$ cat src/rtl/dbg_ctl_pkg.sv
package dbg_ctl_pkg;
  localparam int unsigned DREG_W  = 32;
  localparam int unsigned CODE_W  = 5;
  localparam int unsigned VER_W   = 3;
  localparam int unsigned CFG_W   = 4;
  localparam int unsigned N_CAUSE = 8;
  localparam int unsigned CAUSE_W = $clog2(N_CAUSE);
  localparam int unsigned N_ERR   = 4;
  localparam int unsigned ERR_W   = $clog2(N_ERR);
  localparam int unsigned N_PREC  = 6;

  // bit positions decoded by the core
  localparam int unsigned B_SST   = 8;
  localparam int unsigned B_NOSST = 9;
  localparam int unsigned B_CODE  = 10;
  localparam int unsigned B_VER   = 15;
  localparam int unsigned B_IMPBK = 18;
  localparam int unsigned B_INH   = 20;
  localparam int unsigned B_PEND  = 21;
  localparam int unsigned B_CNT   = 25;
  localparam int unsigned B_CFG   = 26;
  localparam int unsigned B_DM    = 30;
  localparam int unsigned B_DBD   = 31;

  // imprecise error index within the pending field
  localparam int unsigned E_DBUS  = 0;
  localparam int unsigned E_CACHE = 1;
  localparam int unsigned E_MCHK  = 2;
  localparam int unsigned E_FETCH = 3;

  function automatic logic [CODE_W-1:0] err_code(input int unsigned idx);
    case (idx)
      E_DBUS:  err_code = CODE_W'(7);
      E_CACHE: err_code = CODE_W'(30);
      E_MCHK:  err_code = CODE_W'(24);
      default: err_code = CODE_W'(6);
    endcase
  endfunction

  // lower rank is released first
  function automatic int unsigned err_rank(input int unsigned idx);
    case (idx)
      E_MCHK:  err_rank = 0;
      E_CACHE: err_rank = 1;
      E_FETCH: err_rank = 2;
      default: err_rank = 3;
    endcase
  endfunction
endpackage

$ cat src/rtl/dbg_cause_trk.sv
module dbg_cause_trk
  import dbg_ctl_pkg::*;
(
  input  logic               clk,
  input  logic               rst_n,
  input  logic               entry_vld,
  input  logic [CAUSE_W-1:0] entry_cause,
  input  logic               entry_dly,
  input  logic               exc_vld,
  input  logic [CODE_W-1:0]  exc_code,
  input  logic               exc_dly,
  input  logic               dret,
  input  logic               sw_we,
  input  logic               sw_inh,
  input  logic               sw_sst,
  input  logic               sw_cnt,
  output logic               dm_q,
  output logic               inh_q,
  output logic [N_CAUSE-1:0] cause_q,
  output logic [CODE_W-1:0]  code_q,
  output logic               dbd_q,
  output logic               sst_q,
  output logic               cnt_q
);
  logic               take_entry, take_exc, take_ret;
  logic               dm_en, inh_en, cause_en, code_en, dbd_en;
  logic               dm_n, inh_n, dbd_n;
  logic [N_CAUSE-1:0] cause_n;

  always_comb begin
    take_entry = entry_vld & ~dm_q;
    take_exc   = exc_vld & dm_q;
    take_ret   = dret & dm_q & ~take_exc;

    dm_en  = take_entry | take_ret;
    dm_n   = take_entry;

    inh_en = take_entry | take_exc | take_ret | (sw_we & dm_q);
    if (take_entry || take_exc) inh_n = 1'b1;
    else if (take_ret)          inh_n = 1'b0;
    else                        inh_n = sw_inh;

    cause_en = take_entry | take_exc;
    cause_n  = take_entry ? (N_CAUSE'(1) << entry_cause) : '0;

    code_en = take_exc;
    dbd_en  = take_entry | take_exc;
    dbd_n   = take_entry ? entry_dly : exc_dly;
  end

  always_ff @(posedge clk or negedge rst_n) begin
    if (!rst_n) begin
      dm_q    <= 1'b0;
      inh_q   <= 1'b0;
      cause_q <= '0;
      code_q  <= '0;
      dbd_q   <= 1'b0;
      sst_q   <= 1'b0;
      cnt_q   <= 1'b0;
    end else begin
      if (dm_en)    dm_q    <= dm_n;
      if (inh_en)   inh_q   <= inh_n;
      if (cause_en) cause_q <= cause_n;
      if (code_en)  code_q  <= exc_code;
      if (dbd_en)   dbd_q   <= dbd_n;
      if (sw_we)    sst_q   <= sw_sst;
      if (sw_we)    cnt_q   <= sw_cnt;
    end
  end
endmodule

$ cat src/rtl/dbg_pend_arb.sv
module dbg_pend_arb
  import dbg_ctl_pkg::*;
(
  input  logic              clk,
  input  logic              rst_n,
  input  logic              inh,
  input  logic [N_ERR-1:0]  evt,
  input  logic [N_ERR-1:0]  sw_set,
  input  logic              ack,
  output logic [N_ERR-1:0]  pend_q,
  output logic              req,
  output logic [CODE_W-1:0] code
);
  logic [N_ERR-1:0] grant;
  logic [N_ERR-1:0] pend_n;
  int unsigned      best;
  int unsigned      sel;

  always_comb begin
    best = N_ERR;
    sel  = 0;
    for (int i = 0; i < N_ERR; i++) begin
      if (pend_q[i] && (err_rank(i) < best)) begin
        best = err_rank(i);
        sel  = i;
      end
    end
    grant = '0;
    if (best < N_ERR) grant[sel] = 1'b1;
    req  = ~inh & |pend_q;
    code = err_code(sel);
  end

  for (genvar g = 0; g < N_ERR; g++) begin : g_flag
    logic set_g, clr_g, en_g;
    always_comb begin
      set_g     = evt[g] | sw_set[g];
      clr_g     = ack & req & grant[g];
      en_g      = set_g | clr_g;
      pend_n[g] = set_g;
    end
    always_ff @(posedge clk or negedge rst_n) begin
      if (!rst_n)    pend_q[g] <= 1'b0;
      else if (en_g) pend_q[g] <= pend_n[g];
    end
  end
endmodule

$ cat src/rtl/dbg_ctl_reg.sv
module dbg_ctl_reg
  import dbg_ctl_pkg::*;
(
  input  logic               clk,
  input  logic               rst_n,
  input  logic               entry_vld,
  input  logic [CAUSE_W-1:0] entry_cause,
  input  logic               entry_dly,
  input  logic               exc_vld,
  input  logic [CODE_W-1:0]  exc_code,
  input  logic               exc_dly,
  input  logic               dret,
  input  logic [N_ERR-1:0]   err_evt,
  input  logic               sw_we,
  input  logic [DREG_W-1:0]  sw_wdata,
  input  logic               strap_nosst,
  input  logic [VER_W-1:0]   strap_ver,
  input  logic [CFG_W-1:0]   strap_cfg,
  input  logic               imp_ack,
  output logic [DREG_W-1:0]  dreg,
  output logic               imp_req,
  output logic [CODE_W-1:0]  imp_code,
  output logic               dm
);
  logic               dm_q, inh_q, dbd_q, sst_q, cnt_q;
  logic [N_CAUSE-1:0] cause_q;
  logic [CODE_W-1:0]  code_q;
  logic [N_ERR-1:0]   pend_q;
  logic [N_ERR-1:0]   sw_set;
  logic               unused_wdata;

  assign sw_set       = sw_we ? sw_wdata[B_PEND +: N_ERR] : '0;
  assign unused_wdata = ^sw_wdata;

  dbg_cause_trk u_cause (
    .clk         (clk),
    .rst_n       (rst_n),
    .entry_vld   (entry_vld),
    .entry_cause (entry_cause),
    .entry_dly   (entry_dly),
    .exc_vld     (exc_vld),
    .exc_code    (exc_code),
    .exc_dly     (exc_dly),
    .dret        (dret),
    .sw_we       (sw_we),
    .sw_inh      (sw_wdata[B_INH]),
    .sw_sst      (sw_wdata[B_SST]),
    .sw_cnt      (sw_wdata[B_CNT]),
    .dm_q        (dm_q),
    .inh_q       (inh_q),
    .cause_q     (cause_q),
    .code_q      (code_q),
    .dbd_q       (dbd_q),
    .sst_q       (sst_q),
    .cnt_q       (cnt_q)
  );

  dbg_pend_arb u_pend (
    .clk    (clk),
    .rst_n  (rst_n),
    .inh    (inh_q),
    .evt    (err_evt),
    .sw_set (sw_set),
    .ack    (imp_ack),
    .pend_q (pend_q),
    .req    (imp_req),
    .code   (imp_code)
  );

  always_comb begin
    dreg                          = '0;
    dreg[N_PREC-1:0]              = cause_q[N_PREC-1:0];
    dreg[B_SST]                   = sst_q & ~strap_nosst;
    dreg[B_NOSST]                 = strap_nosst;
    dreg[B_CODE +: CODE_W]        = code_q;
    dreg[B_VER +: VER_W]          = strap_ver;
    dreg[B_IMPBK +: (N_CAUSE-N_PREC)] = cause_q[N_CAUSE-1:N_PREC];
    dreg[B_INH]                   = inh_q;
    dreg[B_PEND +: N_ERR]         = pend_q;
    dreg[B_CNT]                   = cnt_q;
    dreg[B_CFG +: CFG_W]          = strap_cfg;
    dreg[B_DM]                    = dm_q;
    dreg[B_DBD]                   = dbd_q;
  end

  assign dm = dm_q;
endmodule

$ cat config.mk
export PLATFORM = sky130hd
export DESIGN_NAME = dbg_ctl_reg
export DESIGN_NICKNAME = d
export VERILOG_FILES = /design/src/rtl/dbg_ctl_pkg.sv /design/src/rtl/dbg_cause_trk.sv /design/src/rtl/dbg_pend_arb.sv /design/src/rtl/dbg_ctl_reg.sv
export SDC_FILE = /design/constraint.sdc
export NUM_CORES = 1
export LEC_CHECK = 0
export BUFFER_PORTS_ARGS = -buffer_cell sky130_fd_sc_hd__buf_2
export CORE_MARGIN = 4
export CORE_UTILIZATION = 37
export CTS_CLUSTER_SIZE = 16
export DETAILED_ROUTE_END_ITERATION = 10
export HOLD_SLACK_MARGIN = 0.02
export PLACE_DENSITY = 0.79
export SLEW_MARGIN = 10
export SYNTH_ARGS = -nofsm -noshare
export SYNTH_HDL_FRONTEND = slang
export SYNTH_SLANG_ARGS = --single-unit
$ cat constraint.sdc
create_clock -name clk -period 1.73 [get_ports clk]
set_clock_uncertainty 0.1 [all_clocks]
set_input_delay 0.2595 -clock clk [delete_from_list [all_inputs] [get_ports clk]]
set_output_delay 0.2595 -clock clk [all_outputs]
set_load 0.1 [all_outputs]
[Yosys cells after proc, flatten, opt, wreduce, memory -nomap -nowiden]
Cells that the tools add are included.
Storage, ports and cells
  flip-flop bits (word level): 22
  output and inout port bits: 39
Cells by class
  order comparisons: 6
  equal/unequal tests: 2
  shift operators: 1
  multiplexer cells: 16
  bitwise logic cells: 28
  reductions and logical operators: 7
Operators with widths (number)
  two-way mux 32 bit: 5
  < comparator 1 x 32 -> 1 bit (first input constant): 2
  < comparator 32 x 3 -> 1 bit (second input constant): 2
  equality test 32 x 1 -> 1 bit (second input constant): 1
  equality test 32 x 2 -> 1 bit (second input constant): 1
  greater-or-equal comparator 32 x 1 -> 1 bit (second input constant): 1
  logical NOT 32 bit: 1
  < comparator 2 x 32 -> 1 bit (first input constant): 1
  case mux 5 bit (3 select lines): 1
  bitwise AND 1 bit: 12
  OR 1 bit: 12
  two-way mux 4 bit: 2
  two-way mux 8 bit: 1
  << shifter 1 x 3 -> 8 bit (first input constant): 1
  two-way mux 1 bit: 5
  logical AND 1 bit: 4
  NOT 1 bit: 4
  OR reduction 4 bit: 1
  two-way mux 3 bit: 1
  demux 1 bit (select 2 bit): 1
  logical OR 1 bit: 1

[Longest topological paths before layout]
Gate-level depths: netlist (run 1).
  word-level depth: 17
  gate-level depth with buffers: 6

[By module]
Synthesis (run 1) repeated with hierarchy kept, for this count alone.
Unflattened totals
  cell total of the unflattened synthesis: 104
  area, all modules: 1156.1 um^2
Modules (own cells, without submodules)
  dbg_cause_trk: times used 1, cells each 56, area each 730.7 um^2, seq. area each 450.4 um^2
  dbg_pend_arb: times used 1, cells each 28, area each 285.3 um^2, seq. area each 100.1 um^2
  dbg_ctl_reg: times used 1, cells each 20, area each 140.1 um^2, seq. area each 0.0 um^2

[Least setup slack after synthesis (run 1)]
OpenSTA, ideal clock, no wires.
  kind: register to output
  start point: reg u_pend.pend_q[1]
  end point: out imp_code[2]
  arrival: 2596 ps
  required time: 1370 ps
  slack: -1226 ps
  stages on the path, launching flop included: 7
  path buffers: 1
  cells stage by stage: dfrtp_1 nor2_1 nor2_1 inv_1 ha_1 inv_1 buf_4
Between the ends
  word-level cells in the longest chain between the ends: 10
  elaborated cells between the ends (all ways): 14
Ends and longest elaborated chain
  from (decl): line dbg_pend_arb.sv:10  | output logic [N_ERR-1:0] pend_q,
  from (signal, indexed assignment): line dbg_pend_arb.sv:44  | else if (en_g) pend_q[g] <= pend_n[g];
  logical AND 1 bit (*): line dbg_pend_arb.sv:23  | if (pend_q[i] && (err_rank(i) < best)) begin
  two-way mux 32 bit: line dbg_pend_arb.sv:23
  < comparator 1 x 32 -> 1 bit: line dbg_pend_arb.sv:23
  logical AND 1 bit: line dbg_pend_arb.sv:23
  two-way mux 32 bit: line dbg_pend_arb.sv:23
  < comparator 2 x 32 -> 1 bit: line dbg_pend_arb.sv:23
  logical AND 1 bit: line dbg_pend_arb.sv:23
  two-way mux 32 bit (*): line dbg_pend_arb.sv:23
  equality test 32 x 2 -> 1 bit, or another cell as far along: line dbg_ctl_pkg.sv:32  | case (idx)
  case mux 5 bit (3 select lines) (*): line dbg_ctl_pkg.sv:32
  to (decl): line dbg_ctl_reg.sv:22  | output logic [CODE_W-1:0] imp_code,
Mark *: on every way between the ends. The rest lies on a longest branch, timed or not.

[Worst setup path after layout (run 1)]
  start point: reg u_pend.pend_q[3]
  end point: out imp_code[2]
Between the ends
  word-level cells in the longest chain between the ends: 4
  elaborated cells between the ends (all ways): 6
Ends and longest elaborated chain (line)
  logical AND 1 bit (*): dbg_pend_arb.sv:23
  two-way mux 32 bit (*): dbg_pend_arb.sv:23
  equality test 32 x 2 -> 1 bit, or another cell as far along: dbg_ctl_pkg.sv:32
  case mux 5 bit (3 select lines) (*): dbg_ctl_pkg.sv:32
Marked as above.

==> flow_summary.ini, run 1 <==
[sta]
post-route-period-util_pct = 111
clock.fmax_mhz = 520
setup_slack_ns = -0.192
hold_viol_final = 0
min_period_ns = 1.92
finalSetupViolCount = 7
rsz0062_at_grt = true
slew_violations = 0

[layout]
antenna_cells = 0
syn_to_final_growth_pct = 44.3
finalNonFillerCells = 188
final_core_util_pct = 58.1
final_layout_size_suffix_gt1_share_pct = 63.7
n_fill_cell = 253
final_nets = 224

[cts]
cts_root_buffer = clkbuf_4
clock_latency_ns = 0.30
cts_tree = yes
cts_max_level = 1
cts_buffer_depth = 2
cts-buffers-inserted = 3
cts.reportedPaths.clkPinSlew_ns = 0.12
cts.sinks = 22

[detailed_routing]
viasPerCell = 4.99
drt_iter0_markers = 28
drt_pass1_iterations = 4
drt-total-wl_um = 2740
ant_nets = 0
via_count = 938
wl_per_cell_um = 14.6
post-route-drc-count = 0

[worst_setup_path]
cp_max_fo = 3
cp.arrival_ns = 1.56
end_kind = output pin
worstSetupPathType = reg2out
startpoint_type = flop
cp_data_required_time_ns = 1.37

[synthesis]
syn-cell-area_sq_um = 1150
yosysWarnings = 0
synth_area_leaders = dfrtp_1 (48%), buf_4 (10%), mux2_2 (6.9%), ha_1 (5.4%), a32o_1 (3.5%)
ys_top_cells_by_count = dfrtp_1 (22), buf_4 (16), nand2_1 (8)
synthArstFlopShare_pct = 100
syn_avg_cell_area_sq_um = 11.4
yosysTopAreaCell = dfrtp_1
synthDistinctLibCells = 25
synth_flop_cell = dfrtp_1
syn_inst = 101
ys_seq_elements = 22
synthDominantCellAreaShare_pct = 47.9
synth-seq-area-share_pct = 47.9
synth_most_common_cell = dfrtp_1
synth_edf_count = 0

[global_routing]
grt_usage_pct = 13.9
grt_pass1_wl_um = 4600
antenna_found_initial = 0
gr-total-overflow = 0
grt_max_degree = 23
grt_pass1_vias = 1001

[floorplan]
std_cell_rows = 19
core_sq_um = 2850
dieWidth_um = 63.7
start_util_pct = 40.3
ioPinCount = 100
die_height_um = 63.7
dieArea_sq_um = 4060

[placement]
dp_hpwl_um = 2120
io_buffer_count = 58
gp_congestion = 0.762
place_inst = 173

[pwr]
p_leak_nw = 0.783
p_per_area_nw_per_um2 = 1030
max-vdd-ir-drop_v = 0.000826
total_power_mw = 1.71

[min_path]
worst_hold_path_type = in2reg

[run_status]
status = finished, violations left
violations = negative setup slack

[job]
drv_cap = 0
[repair_timing]
action	CTS	global route
setup buffers	8	2
hold buffers	1	0
endpoints found under the setup margin	5	9
resized for setup	6	2
pin swaps	3	1
gates cloned	0	0
endpoints found under the hold margin	22	0
[per-stage QoR]
| stage | area, sq um | hold slack [ns] | worst slack [ns] | setup TNS, ns |
|---|---|---|---|---|
| 2_1_floorplan | 1250 | -0.136 | -0.519 | -1.43 |
| 3_3_place_gp | 1510 | 0.139 | 0.111 | 0 |
| 3_5_place_dp | 1510 | 0.164 | 0.0817 | 0 |
| 4_1_cts | 1640 | 0.0460 | -0.190 | -0.904 |
| 5_1_grt | 1660 | 0.0497 | -0.277 | -1.44 |
| 6_report | 1660 | 0.0598 | -0.192 | -0.939 |
[power breakdown]
group	internal, mW	switching, mW
sequential	0.560	0.0384
clock	0.128	0.150
combinational	0.207	0.624
[placed cells by master, fill, tap and decap left out, types with 4 or more instances in the layout]
master and count:
buf_2 50, dfrtp_1 17, buf_4 10, nand2_1 8, mux2_2 7, buf_12 6, clkbuf_4 5, o31ai_1 4
a32o_1 4
[worst max-delay path, cell delays in order, from the launching register on]
cell,delay (ns)
dfrtp_4,0.52
nor2_4,0.16
nor2_4,0.06
inv_2,0.07
ha_4,0.14
clkinvlp_4,0.12
buf_12,0.18
[per-layer routing]
metal | wire length (um) | share of wire [%] | track usage (%)
met1 | 1090 | 40 | 17.3
met2 | 1400 | 51 | 24.6
met3 | 247 | 9.0 | 3.02
met4 | 0 | 0 | 2.96
met5 | 0 | 0 | 0
[layout make-up]
type	count	area (sq um)	share of cell area, %
clock buffers	4	36.3	2.19
inverters	6	28.8	1.74
well taps	31	38.8	2.34
multi-input cells	56	519	31.3
repair buffers	69	470	28.4
flip-flops and latches	22	564	34.0
[kinds of logic after synthesis]
logic type,Yosys count,share of synthesized area [%]
and+or+nand+nor,20,9.15
adders and majority gates,5,5.45
DFF,22,47.9
muxes,9,9.70
AOI/OAI and AO/OA,20,13.6
buffers and inverters,24,13.8
other,1,0.326
[final timing paths]
kind | slack, ns | depth (start not counted) | startpoint | endpoint
min reg2reg | 0.39 | 2 | u_cause.cause_q[5] | u_cause.cause_q[5]
min in group asynchronous | 0.34 | 2 | rst_n | u_cause.cnt_q
max | -0.19 | 6 | u_pend.pend_q[3] | imp_code[2]
min | 0.06 | 2 | err_evt[3] | u_pend.pend_q[3]
max reg2reg | 0 | 8 | u_pend.pend_q[3] | u_pend.pend_q[0]
max in group asynchronous | 0.82 | 2 | rst_n | u_pend.pend_q[2]
[flip-flops by register name, indices dropped and copies added (netlist names)]
signal / cells
u_cause.cause_q: 8
u_cause.code_q: 5
u_pend.pend_q: 4
u_cause.cnt_q: 1
u_cause.dbd_q: 1
u_cause.dm_q: 1
u_cause.inh_q: 1
u_cause.sst_q: 1
No activity file was read; power rests on OpenSTA's default activity.
==> run 2, diff against run 1 <==
Settings changed: CORE_UTILIZATION 37 to 40, PLACE_DENSITY 0.79 to 0.84, SKIP_LAST_GASP set to 1.
Clock period 1.73 ns to 2.5 ns, I/O delays scaled along.
==> flow_summary.ini, run 2 (synthesized netlist as in run 1, its figures left out) <==
[job]
drv_cap = 0

[min_path]
min_path_cells = 2
min_from = err_evt[1]
worst_hold_path_type = in2reg
min_to = u_pend.pend_q[1]

[layout]
antenna_cells = 0
final_layout_size_suffix_gt1_share_pct = 51.7
final_nets = 214
register_area_sq_um = 554
multi_input_area_sq_um = 449
reg_top3 = u_cause.cause_q: 8 flops, u_cause.code_q: 5 flops, u_pend.pend_q: 4 flops
n_fill_cell = 264
syn_to_final_growth_pct = 21.1
final_cell_mix = buf_2 (58), dfrtp_1 (19), nand2_1 (8), mux2_2 (7), inv_1 (6)
stdcell_area_sq_um = 1390
largest_reg_flops = 8
final_common_cell = buf_2
regMostFlops = u_cause.cause_q

[cts]
postCtsSetupBuffers = 0
clock_latency_ns = 0.30
cts_root_buffer = clkbuf_4
cts.reportedPaths.clkPinSlew_ns = 0.12
cts.sinks = 22
cts_max_level = 1
cts_buffer_depth = 2
cts-buffers-inserted = 3
cts_tree = yes

[placement]
gp_congestion = 0.766
io_buffer_count = 58
post-place-ws_ns = 0.584
dp_hpwl_um = 2100
post_dp_cell_area_sq_um = 1360

[floorplan]
dieArea_sq_um = 3790
die_height_um = 61.6
ioPinCount = 100
dieWidth_um = 61.6
start_util_pct = 41.7
core_sq_um = 2760
std_cell_rows = 19

[global_routing]
grt_max_degree = 23
grt_pass1_vias = 924
antenna_found_initial = 0
gr-total-overflow = 0
grt_pass1_wl_um = 3850
grt_usage_pct = 14.0

[worst_setup_path]
worstSetupPathType = reg2out
cpPeakStageDelay_ns = 0.45
cp.arrival_ns = 1.78
cp_data_required_time_ns = 2.03
path_cells = nor2_1 > inv_1 > ha_1 > inv_1 > buf_2
startpoint_type = flop
path_common_cell = inv_1
r2r_end = u_pend.pend_q[2]
end_kind = output pin
rr_startpoint = u_pend.pend_q[1]
slowest_stage = dfrtp_2
cp_max_fo = 5
ff2ff_setup_slack_ns = 0.98
r2r_cells = 6

[sta]
post-route-period-util_pct = 90.1
finalSetupViolCount = 0
setup_slack_ns = 0.248
min_period_ns = 2.25
slew_violations = 0
clock.fmax_mhz = 444
holdWs_ns = 0.165
rsz0062_at_grt = false
setup_tns_ns = 0
hold_viol_final = 0

[detailed_routing]
wl_per_cell_um = 14.2
drt-total-wl_um = 2520
drt_pass1_iterations = 4
viasPerCell = 5.12
post-route-drc-count = 0
drt_iter0_markers = 9
ant_nets = 0
via_count = 911

[pwr]
p_leak_nw = 0.704
max-vdd-ir-drop_v = 0.000442
p_per_area_nw_per_um2 = 769
total_power_mw = 1.07

[run_status]
status = finished clean
[run 2: cell count changes in the layout (fill, tap and decap cells not counted), moves of 3 or more]
cell | before | now
ha_4 | 3 | 0
nor2_1 | 1 | 4
buf_4 | 10 | 0
buf_2 | 50 | 58
inv_1 | 2 | 6
buf_12 | 6 | 0
dfrtp_4 | 3 | 0
[run 2: layer usage]
metal,GRT usage (%),part of all wire (%)
met1,15.0,36
met2,25.4,51
met3,3.77,10
met4,6.06,2.7
met5,0,0
[run 2: metrics by stage]
step | utilization (%) | instances
2_1_floorplan | - | 102
3_3_place_gp | 49.1 | 173
3_5_place_dp | 49.1 | 173
4_1_cts | 50.5 | 178
5_1_grt | 50.5 | 178
6_report | 50.5 | 178
[run 2: area by class of cell]
type,count,area share (%)
tap,31,2.79
sequential,22,39.8
inverter,6,1.62
clock buffer,4,1.89
timing repair buffer,59,21.6
multi-input combinational,56,32.3
[run 2: worst max-delay path by stage]
stage	startpoint	end	slack, ns	depth (start not counted)
floorplan	u_pend.pend_q[1]	imp_code[2]	-0.31	6
global placement	u_pend.pend_q[2]	imp_code[1]	0.62	5
detailed placement	u_pend.pend_q[2]	imp_code[1]	0.58	5
CTS	u_pend.pend_q[2]	imp_code[1]	0.23	5
global route	u_pend.pend_q[3]	imp_code[2]	0.12	6
finish	u_pend.pend_q[2]	imp_code[1]	0.25	5
[run 2: critical path: cells and delay by family, from the launching register on]
family / cells / cell delay [ns]
fa+ha+maj: 1 / 0.22
buf+inv: 3 / 0.60
flops: 1 / 0.45
simple gates: 1 / 0.20
[run 2: power by group]
group          switching, mW  total, mW  internal (mW)  leakage [nW]
registers             0.0240      0.410          0.386         0.259
logic                  0.413      0.498         0.0855         0.430
clock network         0.0998      0.162         0.0621        0.0150
[run 2: timing repair]
item                      4_1_cts  5_1_grt
hold buffers                    1        0
gates resized for setup         0        0
hold endpoints to repair       22        0
